<file path="src/rtl/ldec_pkg.sv">
package ldec_pkg;
  localparam logic [15:0] ALIGN8_MASK  = 16'hFFF8;
  localparam logic [15:0] ALIGN4_MASK  = 16'hFFFC;
  localparam logic [15:0] ALIGN1_MASK  = 16'hFFFF;
  localparam logic [15:0] WIN_FLOOR    = 16'h0100;
  localparam logic [15:0] CEIL_8BYTE   = 16'h0FF8;
  localparam logic [15:0] CEIL_4BYTE   = 16'h0FFC;
  localparam logic [15:0] CEIL_1BYTE   = 16'h0FFF;
  localparam logic [15:0] KBD_ADDR     = 16'h0060;

  localparam int PWR_FDC_BIT  = 0;
  localparam int PWR_LPT_BIT  = 3;
  localparam int PWR_SER0_BIT = 4;
  localparam int SHARE_BIT    = 7;

  typedef enum logic [1:0] {
    CLK_DIV13  = 2'b00,
    CLK_DIV12  = 2'b01,
    CLK_DIV1   = 2'b10,
    CLK_DIV1P6 = 2'b11
  } clk_sel_e;

  function automatic logic [7:0] div_times8(input clk_sel_e sel);
    case (sel)
      CLK_DIV13: return 8'd104;
      CLK_DIV12: return 8'd96;
      CLK_DIV1:  return 8'd8;
      default:   return 8'd13;
    endcase
  endfunction
endpackage

</file>
<file path="src/rtl/ldec_window.sv">
module ldec_window #(
  parameter int AW = 16,
  parameter logic [AW-1:0] MASK  = '1,
  parameter logic [AW-1:0] FLOOR = '0,
  parameter logic [AW-1:0] CEIL  = '1
) (
  input  logic [AW-1:0] addr,
  input  logic [AW-1:0] base,
  input  logic          en,
  input  logic          strb,
  output logic          cs
);
  logic [AW-1:0] aligned;
  logic          legal;
  logic          hit;

  always_comb begin
    aligned = base & MASK;
    legal   = (aligned >= FLOOR) && (aligned <= CEIL);
    hit     = ((addr & MASK) == aligned);
    cs      = en && strb && legal && hit;
  end
endmodule

</file>
<file path="src/rtl/ldec_irq_route.sv">
module ldec_irq_route #(
  parameter int NSRC  = 5,
  parameter int NUM_W = 8,
  parameter int LINES = 16
) (
  input  logic [NSRC-1:0]            req,
  input  logic [NSRC-1:0]            en,
  input  logic [NSRC-1:0][NUM_W-1:0] num,
  output logic [LINES-1:0]           lines
);
  always_comb begin
    lines = '0;
    for (int s = 0; s < NSRC; s++) begin
      for (int l = 0; l < LINES; l++) begin
        if (req[s] && en[s] && (num[s] == NUM_W'(l)))
          lines[l] = 1'b1;
      end
    end
  end
endmodule

</file>
<file path="src/rtl/ldec_aux_reg.sv">
module ldec_aux_reg #(
  parameter int DW = 8
) (
  input  logic          clk,
  input  logic          rst_n,
  input  logic          we,
  input  logic [DW-1:0] wdata,
  output logic [DW-1:0] q
);
  always_ff @(posedge clk or negedge rst_n) begin
    if (!rst_n)
      q <= '0;
    else if (we)
      q <= wdata;
  end
endmodule

</file>
<file path="src/rtl/ldev_io_decode.sv">
module ldev_io_decode
  import ldec_pkg::*;
#(
  parameter int ADDR_W    = 16,
  parameter int DATA_W    = 8,
  parameter int NUM_SER   = 2,
  parameter int IRQ_NUM_W = 8,
  parameter int IRQ_LINES = 16
) (
  input  logic                              clk,
  input  logic                              rst_n,
  input  logic [ADDR_W-1:0]                 io_addr,
  input  logic                              io_rd,
  input  logic                              io_wr,
  input  logic [DATA_W-1:0]                 io_wdata,
  input  logic [7:0]                        glob_pwr,
  input  logic                              fdc_act,
  input  logic [ADDR_W-1:0]                 fdc_base,
  input  logic [IRQ_NUM_W-1:0]              fdc_irq_num,
  input  logic                              fdc_irq_req,
  input  logic                              lpt_act,
  input  logic [ADDR_W-1:0]                 lpt_base,
  input  logic [IRQ_NUM_W-1:0]              lpt_irq_num,
  input  logic                              lpt_irq_req,
  input  logic [NUM_SER-1:0]                ser_act,
  input  logic [NUM_SER-1:0][ADDR_W-1:0]    ser_base,
  input  logic [NUM_SER-1:0][IRQ_NUM_W-1:0] ser_irq_num,
  input  logic [NUM_SER-1:0]                ser_irq_req,
  input  logic [NUM_SER-1:0][7:0]           ser_mode,
  input  logic                              kbd_act,
  input  logic [IRQ_NUM_W-1:0]              kbd_irq_num,
  input  logic                              kbd_irq_req,
  input  logic                              aux_act,
  input  logic [ADDR_W-1:0]                 aux_base,
  output logic                              fdc_cs,
  output logic                              lpt_cs,
  output logic [NUM_SER-1:0]                ser_cs,
  output logic                              kbd_cs,
  output logic                              aux_cs,
  output logic [DATA_W-1:0]                 aux_rdata,
  output logic [NUM_SER-1:0][7:0]           ser_div_x8,
  output logic [IRQ_LINES-1:0]              irq_out
);
  localparam int NSRC    = NUM_SER + 3;
  localparam int SRC_FDC = 0;
  localparam int SRC_LPT = 1;
  localparam int SRC_SER = 2;
  localparam int SRC_KBD = NUM_SER + 2;

  logic               strb;
  logic               fdc_en;
  logic               lpt_en;
  logic [NUM_SER-1:0] ser_en;
  logic               share;

  assign strb   = io_rd | io_wr;
  assign fdc_en = glob_pwr[PWR_FDC_BIT] & fdc_act;
  assign lpt_en = glob_pwr[PWR_LPT_BIT] & lpt_act;
  assign share  = ser_mode[0][SHARE_BIT];

  logic unused_cfg_bits;
  assign unused_cfg_bits = ^{glob_pwr[2:1], glob_pwr[7:6], ser_mode};

  ldec_window #(
    .AW(ADDR_W), .MASK(ADDR_W'(ALIGN8_MASK)),
    .FLOOR(ADDR_W'(WIN_FLOOR)), .CEIL(ADDR_W'(CEIL_8BYTE))
  ) u_fdc_win (
    .addr(io_addr), .base(fdc_base), .en(fdc_en), .strb(strb), .cs(fdc_cs)
  );

  ldec_window #(
    .AW(ADDR_W), .MASK(ADDR_W'(ALIGN4_MASK)),
    .FLOOR(ADDR_W'(WIN_FLOOR)), .CEIL(ADDR_W'(CEIL_4BYTE))
  ) u_lpt_win (
    .addr(io_addr), .base(lpt_base), .en(lpt_en), .strb(strb), .cs(lpt_cs)
  );

  ldec_window #(
    .AW(ADDR_W), .MASK(ADDR_W'(ALIGN1_MASK)),
    .FLOOR(ADDR_W'(WIN_FLOOR)), .CEIL(ADDR_W'(CEIL_1BYTE))
  ) u_aux_win (
    .addr(io_addr), .base(aux_base), .en(aux_act), .strb(strb), .cs(aux_cs)
  );

  // Keyboard: fixed address, no base and no range check.
  assign kbd_cs = kbd_act && strb && (io_addr == ADDR_W'(KBD_ADDR));

  logic [NSRC-1:0]                req_vec;
  logic [NSRC-1:0]                en_vec;
  logic [NSRC-1:0][IRQ_NUM_W-1:0] num_vec;

  assign req_vec[SRC_FDC] = fdc_irq_req;
  assign en_vec[SRC_FDC]  = fdc_en;
  assign num_vec[SRC_FDC] = fdc_irq_num;
  assign req_vec[SRC_LPT] = lpt_irq_req;
  assign en_vec[SRC_LPT]  = lpt_en;
  assign num_vec[SRC_LPT] = lpt_irq_num;
  assign req_vec[SRC_KBD] = kbd_irq_req;
  assign en_vec[SRC_KBD]  = kbd_act;
  assign num_vec[SRC_KBD] = kbd_irq_num;

  for (genvar i = 0; i < NUM_SER; i++) begin : g_ser
    assign ser_en[i] = glob_pwr[PWR_SER0_BIT + i] & ser_act[i];

    ldec_window #(
      .AW(ADDR_W), .MASK(ADDR_W'(ALIGN8_MASK)),
      .FLOOR(ADDR_W'(WIN_FLOOR)), .CEIL(ADDR_W'(CEIL_8BYTE))
    ) u_ser_win (
      .addr(io_addr), .base(ser_base[i]), .en(ser_en[i]), .strb(strb),
      .cs(ser_cs[i])
    );

    assign ser_div_x8[i] = div_times8(clk_sel_e'(ser_mode[i][1:0]));

    assign req_vec[SRC_SER + i] = ser_irq_req[i];
    assign en_vec[SRC_SER + i]  = ser_en[i];
    assign num_vec[SRC_SER + i] = share ? ser_irq_num[0] : ser_irq_num[i];
  end

  ldec_irq_route #(
    .NSRC(NSRC), .NUM_W(IRQ_NUM_W), .LINES(IRQ_LINES)
  ) u_irq (
    .req(req_vec), .en(en_vec), .num(num_vec), .lines(irq_out)
  );

  ldec_aux_reg #(.DW(DATA_W)) u_aux (
    .clk(clk), .rst_n(rst_n), .we(aux_cs & io_wr), .wdata(io_wdata),
    .q(aux_rdata)
  );
endmodule

</file>
<file path="config.mk">
export PLATFORM = sky130hd
export DESIGN_NAME = ldev_io_decode
export DESIGN_NICKNAME = d
export VERILOG_FILES = /design/src/rtl/ldec_pkg.sv /design/src/rtl/ldec_window.sv /design/src/rtl/ldec_irq_route.sv /design/src/rtl/ldec_aux_reg.sv /design/src/rtl/ldev_io_decode.sv
export SDC_FILE = /design/constraint.sdc
export NUM_CORES = 1
export LEC_CHECK = 0
export BUFFER_PORTS_ARGS = -buffer_cell sky130_fd_sc_hd__buf_2
export CORE_AREA = 2 2 88 90
export DETAILED_ROUTE_END_ITERATION = 10
export DIE_AREA = 0 0 90 92
export GPL_ROUTABILITY_DRIVEN = 0
export HOLD_SLACK_MARGIN = 0.03
export MAX_ROUTING_LAYER = met4
export PLACE_DENSITY = 0.74
export SYNTH_ARGS = -nofsm -noshare
export SYNTH_HDL_FRONTEND = slang
export SYNTH_SLANG_ARGS = --single-unit
</file>
<file path="constraint.sdc">
create_clock -name clk -period 3.7 [get_ports clk]
set_clock_uncertainty 0.2 [all_clocks]
set_input_delay 0.37 -clock clk [delete_from_list [all_inputs] [get_ports clk]]
set_output_delay 0.37 -clock clk [all_outputs]
set_load 0.02 [all_outputs]
</file>
# Word-level counts from Yosys, hierarchy flattened
# Cells that the tools add are included.
# word_totals
reg_bits	8
input_bits	183
# op_classes
n_lt_le_gt_ge	10
eq_ne	85
mux	83
bitwise	6
n_reduce_logical	114
# op_table
cell	n
8-bit by 4-bit == test with 1-bit output (second input constant)	40
8-bit by 3-bit == test with 1-bit output (second input constant)	20
1-bit logical AND	107
8-bit by 2-bit == test with 1-bit output (second input constant)	10
16-bit by 9-bit greater-or-equal comparator with 1-bit output (second input constant)	5
16-bit by 12-bit less-or-equal comparator with 1-bit output (second input constant)	5
1-bit two-way mux	80
7-bit one-hot mux with 3 select lines	2
8-bit by 1-bit == test with 1-bit output (second input constant)	5
8-bit zero test	5
13-bit == test	3
16-bit == test	1
16-bit by 7-bit == test with 1-bit output (second input constant)	1
14-bit == test	1
8-bit two-way mux	1
1-bit AND	5
2-bit by 1-bit == test with 1-bit output (second input constant)	2
2-bit == test (second input constant)	2
2-bit zero test	2
1-bit bitwise OR	1

# Depth between registers and ports, before layout
# Gate-level depths: netlist (run 1).
# logic_depth
depth_word	8
mapped_depth	7
depth_no_buf	5

# Modules after synthesis
# Synthesis (run 1) repeated with hierarchy kept, for this count alone.
# unflattened
hier_cells	308
hier_area_um2	2408.6
# by_module_without_submodules
mod	instances	cells_per_inst	area_each_um2	seq_area_each_um2
ldec_irq_route	1	151	974.7	0.0
ldec_window at g_ser[0].u_ser_win ...	3	19	153.9	0.0
ldec_aux_reg	1	17	331.6	200.2
ldev_io_decode	1	39	292.8	0.0
ldec_window at u_aux_win	1	23	186.4	0.0
ldec_window at u_lpt_win	1	21	161.4	0.0

# Worst setup path before layout (run 1)
# OpenSTA, ideal clock, no wires.
# synth_timing
path_type	input -> output
from	input ser_mode[7] (netlist name)
to	output irq_out[14]
arrival_ns	1.995
required_ns	3.130
path_slack_ns	1.135
stages	4
path_buffers	0
cell_sequence	or4_1 > o2bb2ai_2 > nand2_1 > o41ai_1
# synth_between
elab_chain_cells	5
# synth_rtl
element	line_no	source
start, declared	ldev_io_decode.sv:29	input logic [NUM_SER-1:0][7:0] ser_mode,
8-bit two-way mux	ldev_io_decode.sv:117	assign num_vec[SRC_SER + i] = share ? ser_irq_num[0] : ser_irq_num[i];
8-bit by 4-bit == test with 1-bit output	ldec_irq_route.sv:15	if (req[s] && en[s] && (num[s] == NUM_W'(l)))
1-bit logical AND	ldec_irq_route.sv:15	
1-bit two-way mux (2 in a row)	ldec_irq_route.sv:15	
end, declared	ldev_io_decode.sv:42	output logic [IRQ_LINES-1:0] irq_out
# No other way between the ends.

# Worst setup path after layout (run 1)
# layout_timing
from	input ser_mode[7] (netlist name)
to	output irq_out[4]
# layout_between
elab_chain_cells	5
# layout_rtl
element	line_no
8-bit two-way mux	ldev_io_decode.sv:117
8-bit by 3-bit == test with 1-bit output	ldec_irq_route.sv:15
1-bit logical AND	ldec_irq_route.sv:15
1-bit two-way mux (2 in a row)	ldec_irq_route.sv:15
# No other way between the ends.

==> results summary, run 1 <==
The flow ran to the end, and the final reports show no timing, DRC or antenna violations. The total routing resource utilization after global routing is 20.1%. After the last flow step, the layout net total stands at 662. The part of the total power dissipated in the clock network is 23.9%.

The number of max-cap violations came out at 0. Synthesis produced 295 cells. The number of buffers between clock root and the deepest sink is 2. Clock-pin slew was measured on the worst setup and hold paths at 40 ps. The per-cell routed wire length is 15.0 um. The share of total power in combinational logic came out at 56.0%.

The slew at the pin closest to its max-slew limit is 590 ps. The ratio of cells with drive above 1 in the final layout came out at 46.1%. In this run the clock root is driven by a clkbuf_8.

The global-route congestion overflow total is 0. The switching power as a share of total power came out at 37.8%. In this run the remaining antenna-violating nets after routing total 0.

TritonCTS built the clock tree. The power per cell area is 136 nW/um^2. The half-perimeter wire length after detailed placement came out at 7650 um. The finished layout holds 579 standard cells, fillers aside. The die covers 8280 sq um. In the routed layout, each cell is associated on average with a via count of 5.37. The DRC violation count after routing is 0. The number of rows created at floorplan came out at 32. The number of detailed-route iterations in the first pass is 5.

The share of total power dissipated in sequential elements is 20.1%. For this run, the leading register cell type out of synthesis is dfrtp_1. The net switching component of the power came out at 165 uW. After clock tree synthesis, the repair step resized 0 gates. The initial core utilization is 29.8%. The pin count of the biggest net entering global routing is 13. Summing all multi-input logic gate instances after layout gives 1820 sq um. STA puts the critical path data required time at 3130 ps. Of all nets on the critical path, the largest fanout is 12.

The largest registers in the layout are u_aux.q x8. The I/O pin count is 229. Port buffering added 196 buffers. The part of the cycle the worst path needs came out at 71.9%. The final route contains 3110 vias. The worst setup path startpoint is ser_mode[7].

The worst setup path is captured at an output port. The number of violations reported at the end of detailed-routing iteration 0 is 162. The number of hold violations in the final report came to 0. Cell internal power was estimated by the tool at 272 uW.

In this run the post-CTS setup repair buffer count came out at 0. The number of flip-flops in the largest register came out at 8. A synthesized cell averages 7.52 sq um. The worst supply voltage drop on vdd came out at 0.0000789 V.

The layout-stage area growth over the synthesis result is 45.2%. The register area came out at 200 sq um. Sequential cells were found to cover 9.02% of the synthesized design area.

The floorplan die height came out at 92 um. The repair_antennas step left the layout with diodes totalling 0. The clock network latency to the later pin of the worst-skew pair is 230 ps. The count of placed standard cells including taps is 575. Setup violations remaining at the end of the flow were counted as 0. The number of different library cells in the post-synthesis netlist came out at 49. Setup repair after global routing left no endpoint under its margin. The static leakage power is 0.00153 uW.

The kind of critical path is input port to output port. The fmax is 376 MHz. After synthesis the netlist holds a flip-flop and latch count of 8. The tightest min-delay check is of the input port to flip-flop type. The register-to-register setup slack is 2740 ps. The number of global-route vias before repair came to 2943. The shortest period the worst path allows came out at 2660 ps. The kind of launch point of the worst setup path is an input port. The startpoint identified for the worst register-to-register timing path is u_aux.q[7]$_DFFE_PN0P_. The capture point of the worst path is irq_out[4]. The worst register-to-register path ends at u_aux.q[7]$_DFFE_PN0P_.

The number of antenna violations at the first check in global routing is 0. In this run, synthesis inferred 0 flip-flops with an integrated enable. The area of the mapped netlist came out at 2220 sq um. The arrival time of data at the critical path endpoint came out at 2090 ps. The first-pass GRT wire length came out at 13500 um.

The max-slew violation count came out at 0. The core region is 7450 sq um. The Yosys warning count came out at 0. The number of levels in the clock H-tree came out at 1.

Summed over all layers, the routed wires come to 8680 um. The headroom to the max-slew limit is 60.6%. The final-layout setup total negative slack is 0 ps. The worst hold margin came out at 174 ps. The share of flip-flops with an asynchronous set or reset came out at 100%. The total of fill cells in the finished design came out at 807. For the worst flop-to-flop path, the logic depth is 1. The count of clock tree sinks came out at 8.

Clock tree synthesis inserted a total of 3 buffers. In this run the horizontal extent of the chip is 90 um. The largest register by flop count is u_aux.q.
[layer usage]
layer	track usage (%)	routed length [um]
met1	22.3	3210
met2	37.2	4510
met5	-	0
met3	3.04	761
met4	6.28	212
[cells in the mapped netlist (all sizes together), types with 4 or more instances]
cell,count,share of area (%)
o21ai,14,3.2
xor2,27,11
nor3b,4,1.4
nand2,10,1.7
nand3,11,3.0
nand4,15,4.2
nor3,20,4.5
mux2,8,5.4
buf,21,7.6
nor4,18,6.6
xnor2,22,9.7
dfrtp,8,9.0
nor2,22,3.7
inv,11,1.9
o32ai,4,1.6
o22ai,19,5.4
and3,5,1.4
o211ai,4,1.4
nand3b,8,2.7
[power groups by stage]
stage	clock network (uW)	registers, uW	logic (uW)
final	104	87.9	245
after global placement	0	89.1	238
after detailed placement	0	89.1	244
after floorplan	0	89.1	124
after global routing	111	87.8	268
after CTS	106	87.9	245
[worst min-delay path by stage]
| stage | start | to | depth (start not counted) |
|---|---|---|---|
| final | io_wdata[5] | u_aux.q[5]$_DFFE_PN0P_ | 2 |
| after detailed placement | rst_n | u_aux.q[5]$_DFFE_PN0P_ | 1 |
| after global routing | io_wdata[4] | u_aux.q[4]$_DFFE_PN0P_ | 2 |
| after CTS | io_wdata[5] | u_aux.q[5]$_DFFE_PN0P_ | 2 |
| after global placement | rst_n | u_aux.q[5]$_DFFE_PN0P_ | 1 |
| after floorplan | rst_n | u_aux.q[0]$_DFFE_PN0P_ | 0 |
[critical path, stage by stage]
cell       delay, ps
buf_2            170
or4_1            550
o2bb2ai_2        230
nand4b_1         270
o211ai_1         290
buf_2            200
[cell usage in the layout, fill, tap and decap left out, types with 3 or more instances in the layout]
master      n
and2_1      3
xor2_1     27
nand4_1    15
nor4_1     14
buf_2     196
nor4b_1     3
dfrtp_1     8
o22ai_1    19
o211ai_1    4
xnor2_2     3
or4_1       3
nor2b_1     3
o21ai_0    13
nor2_1     22
conb_1      6
and3_1      5
nand3_1    10
o32ai_1     4
or3_1       3
nand2_1    10
nor4_2      3
xnor2_1    19
nor3b_1     4
clkbuf_8    3
nor3_1     20
mux2_4      8
nand3b_1    8
inv_1      11
a22oi_1     3
[metrics by stage]
stage | utilization, % | power [uW] | instance area, sq um | setup WS (ps)
global placement | 42.6 | 327 | 3170 | 1100
global route | 43.3 | 467 | 3220 | 936
finish | 43.3 | 437 | 3220 | 1040
floorplan | - | 213 | 2240 | 1130
detailed placement | 42.6 | 333 | 3170 | 1100
CTS | 43.3 | 439 | 3220 | 1090
[repair_timing]
item	in CTS	in global routing
endpoints found under the setup margin	0	0
hold buffers	1	0
hold endpoints to repair	8	0
[cell families after synthesis]
group / count (synthesis) / share of synthesized area [%]
muxes: 10 / 6.31
xor gates and xnor gates: 49 / 20.3
other: 1 / 0.169
AOI/OAI and AO/OA: 59 / 18.2
DFF: 8 / 9.02
buffers and inverters: 34 / 9.81
and+or+nand+nor: 134 / 36.1
[cell type report]
class / instances / share of cell area, %
Inverter: 11 / 1.28
Tap cell: 102 / 3.96
Clock buffer: 3 / 1.28
Sequential cell: 8 / 6.21
Multi-Input combinational cell: 258 / 56.5
Timing Repair Buffer: 197 / 30.8
No activity file was read; power rests on OpenSTA's default activity.
==> run 2: changes to the inputs <==
--- a/config.mk
+++ b/config.mk
@@ -12,7 +12,7 @@
 export GPL_ROUTABILITY_DRIVEN = 0
 export HOLD_SLACK_MARGIN = 0.03
 export MAX_ROUTING_LAYER = met4
-export PLACE_DENSITY = 0.74
+export PLACE_DENSITY = 0.77
 export SYNTH_ARGS = -nofsm -noshare
 export SYNTH_HDL_FRONTEND = slang
 export SYNTH_SLANG_ARGS = --single-unit
==> constraint.sdc (replaced) <==
create_clock -name clk -period 2.27 [get_ports clk]
set_clock_uncertainty 0.2 [all_clocks]
set_input_delay 0.227 -clock clk [delete_from_list [all_inputs] [get_ports clk]]
set_output_delay 0.227 -clock clk [all_outputs]
set_load 0.02 [all_outputs]
==> run 2 against run 1 <==
  * Design area rose by 3.2%
  * Sequential power increased by 63%
  * Combinational power up 69%
  * Largest cell class unchanged
  * First-iteration DRC count is 14% lower
  * Highest routed layer unchanged
  * Final cell count increased by 1.0%
  * Non-clock buffer count increased by 6
  * Setup slack got worse by 1000 ps
  * Sequential cell count is the same
  * Core utilization rose by 1.4 points
==> results summary, run 2 (same netlist as run 1, synthesis figures left out) <==
The worst setup path startpoint was ser_mode[7] (unchanged). Leading cell types in the layout, fill and taps excluded: buf_2 (194), xor2_1 (27), nor2_1 (22) (was buf_2 (196), xor2_1 (27), nor2_1 (22)). The clock tree from TritonCTS is done (unchanged).

The headroom to the max-slew limit came out at 59.7% (was 60.6%). The first-pass GRT wire length came out at 14300 um (was 13500 um). The register-to-register setup slack is 1310 ps (was 2740 ps). The number of rows created at floorplan came out at 32 (unchanged). The slew at the pin closest to its max-slew limit came to 604 ps (was 590 ps).

The core area came to 7450 sq um (unchanged). The most frequent standard cell in the layout excluding fill and tap cells is buf_2 (unchanged). The initial core utilization came to 29.8% (unchanged). The number of antenna violations at the first check in global routing came out at 0 (unchanged). The worst min-delay path category is input port to flip-flop (unchanged). The width of the chip is 90 um (unchanged). The per-cell routed wire length is 15.2 um (was 15.0 um).

The number of nets in the layout was 668 (was 662). The kind of critical path was input port to output port (unchanged). The buffer type at the clock tree root is clkbuf_8 (unchanged). Outcome: finished clean (unchanged). The number of buffers inserted during clock tree synthesis came out at 3 (unchanged).

The worst-path cell with the longest stage delay is or4_1 (unchanged). The max-slew violation count is 0 (unchanged). The kind of launch point of the worst setup path is an input port (unchanged). The number of hold violations in the final report came out at 0 (unchanged). Cell breakdown of the critical path: buf_2 -> or4_1 -> o2bb2ai_4 -> nand4b_1 -> o211ai_1 -> buf_4 (was buf_2 -> or4_1 -> o2bb2ai_2 -> nand4b_1 -> o211ai_1 -> buf_2). The number of violations reported at the end of detailed-routing iteration 0 was 140 (was 162). The number of levels in the clock H-tree is 1 (unchanged).

The arrival time of data at the critical path endpoint came out at 1800 ps (was 2090 ps). The kind of capture point of the worst setup path is an output port (unchanged). The global-route congestion overflow total came out at 0 (unchanged).

The final antenna-violating net count is 0 (unchanged). The largest register by flop count is u_aux.q (unchanged). The number of max-cap violations came out at 0 (unchanged). The full die area is 8280 sq um (unchanged).

The worst hold margin came out at 34.2 ps (was 174 ps). The final routed wirelength across all metal layers came out at 8870 um (was 8680 um). The number of port buffers came out at 196 (unchanged).

The clock-pin slew on the worst setup and hold paths came out at 40 ps (about the same). The half-perimeter wire length after detailed placement is 7860 um (was 7650 um). The DRC violation count after routing came out at 0 (unchanged).

The count of clock tree sinks came out at 8 (unchanged). Timing would allow up to 448 MHz. The count of antenna diodes in the layout is 0 (unchanged).

The final-layout setup total negative slack came out at 0 ps (unchanged). The worst-path maximum fanout is 4 (was 12). The worst supply voltage drop on vdd is 0.000142 V (was 0.0000789 V). The part of the cycle the worst path needs came out at 98.2%. The pin count of the biggest net entering global routing came to 12 (was 13).

The source of the worst register-to-register timing path is u_aux.q[0]$_DFFE_PN0P_ (was u_aux.q[7]$_DFFE_PN0P_). The number of flip-flops in the largest register is 8 (unchanged). The clock network latency to the later pin of the worst-skew pair is 230 ps (about the same). The total via count in the routed design came out at 3152 (was 3110). The number of buffers between clock root and the deepest sink came out at 2 (unchanged). The ratio of cells with drive above 1 in the final layout is 47.4% (was 46.1%).

The start point of the worst hold path is io_wdata[5] (unchanged). The power per cell area is 219 nW/um^2 (was 136 nW/um^2). The detail-routed via count per cell is 5.39 (was 5.37).

The total of fill cells in the finished design is 769 (was 807). The I/O pin count came out at 229 (unchanged). The static leakage power is 0.00157 uW (was 0.00153 uW). The shortest period the worst path allows came out at 2230 ps. The floorplan die height is 92 um (unchanged).

Registers with the highest flip-flop counts: u_aux.q x8 (unchanged). The layout-stage area growth over the synthesis result is 49.8% (was 45.2%). The total routing resource utilization after global routing is 21.0% (was 20.1%). The worst path required time came to 1840 ps (was 3130 ps). The worst stage delay on the critical path is 560 ps (was 550 ps). The total of endpoints with negative setup slack in the final report is 0 (unchanged). The number of detailed-route iterations in the first pass came out at 4 (was 5).

The number of global-route vias before repair was 3180 (was 2943).
-- run 2: cell types whose count changed in the layout (fill, tap and decap cells not counted), moves of 2 or more --
cell	delta
o21ai_0	-4
nor4_4	+2
nor4_2	-2
buf_4	+7
o21ai_1	+3
buf_2	-2
-- run 2: report_power, final --
part           internal (uW)  leakage (uW)  switching (uW)
logic                    192       0.00143             223
clock network            115     0.0000216            54.4
registers                143      0.000112         0.00157
-- run 2: worst paths after layout --
| path | to | cells past startpoint |
|---|---|---|
| worst min register to register | u_aux.q[5]$_DFFE_PN0P_ | 1 |
| worst max register to register | u_aux.q[0]$_DFFE_PN0P_ | 1 |
| min in group asynchronous | u_aux.q[2]$_DFFE_PN0P_ | 2 |
| max in group asynchronous | u_aux.q[0]$_DFFE_PN0P_ | 2 |
| worst max-delay path | irq_out[5] | 6 |
| worst min-delay path | u_aux.q[5]$_DFFE_PN0P_ | 2 |
-- run 2: metal layers --
| layer | GRT usage (%) | share of wire, % | vias up |
|---|---|---|---|
| met5 | - | 0 | - |
| li1 | - | - | 1484 |
| met3 | 3.29 | 8.6 | 27 |
| met4 | 7.82 | 3.1 | 0 |
| met1 | 22.4 | 36 | 1421 |
| met2 | 39.3 | 53 | 220 |
-- run 2: critical path, delay by kind of cell --
kind	cells	cell delay (ps)
buffers and inverters	2	280
AO/OA/AOI/OAI	2	480
AND/OR/NAND/NOR	2	810
-- run 2: what timing repair did --
item / CTS / global route
resized for setup: 0 / 13
hold buffers: 2 / 0
endpoints found under the hold margin: 9 / 0
setup buffers: 0 / 1
endpoints found under the setup margin: 0 / 12
-- run 2: final cells by class --
class                           count  area, sq um  share of cell area, %
Timing Repair Buffer              203         1040                   31.4
Sequential cell                     8          200                   6.02
Tap cell                          102          128                   3.84
Clock buffer                        3         41.3                   1.24
Inverter                           11         41.3                   1.24
Multi-Input combinational cell    258         1870                   56.3
-- run 2: stage by stage --
step / power, uW / util, % / worst slack [ps] / instance area, sq um / std cells
final: 728 / 44.6 / 39.8 / 3320 / 585
after global placement: 537 / 43.0 / 42.4 / 3200 / 579
after detailed placement: 548 / 43.0 / 32.2 / 3200 / 579
after CTS: 722 / 43.8 / 29.6 / 3260 / 584
after floorplan: 348 / - / -9.07 / 2240 / 300
after global routing: 776 / 44.6 / -1.76 / 3320 / 585
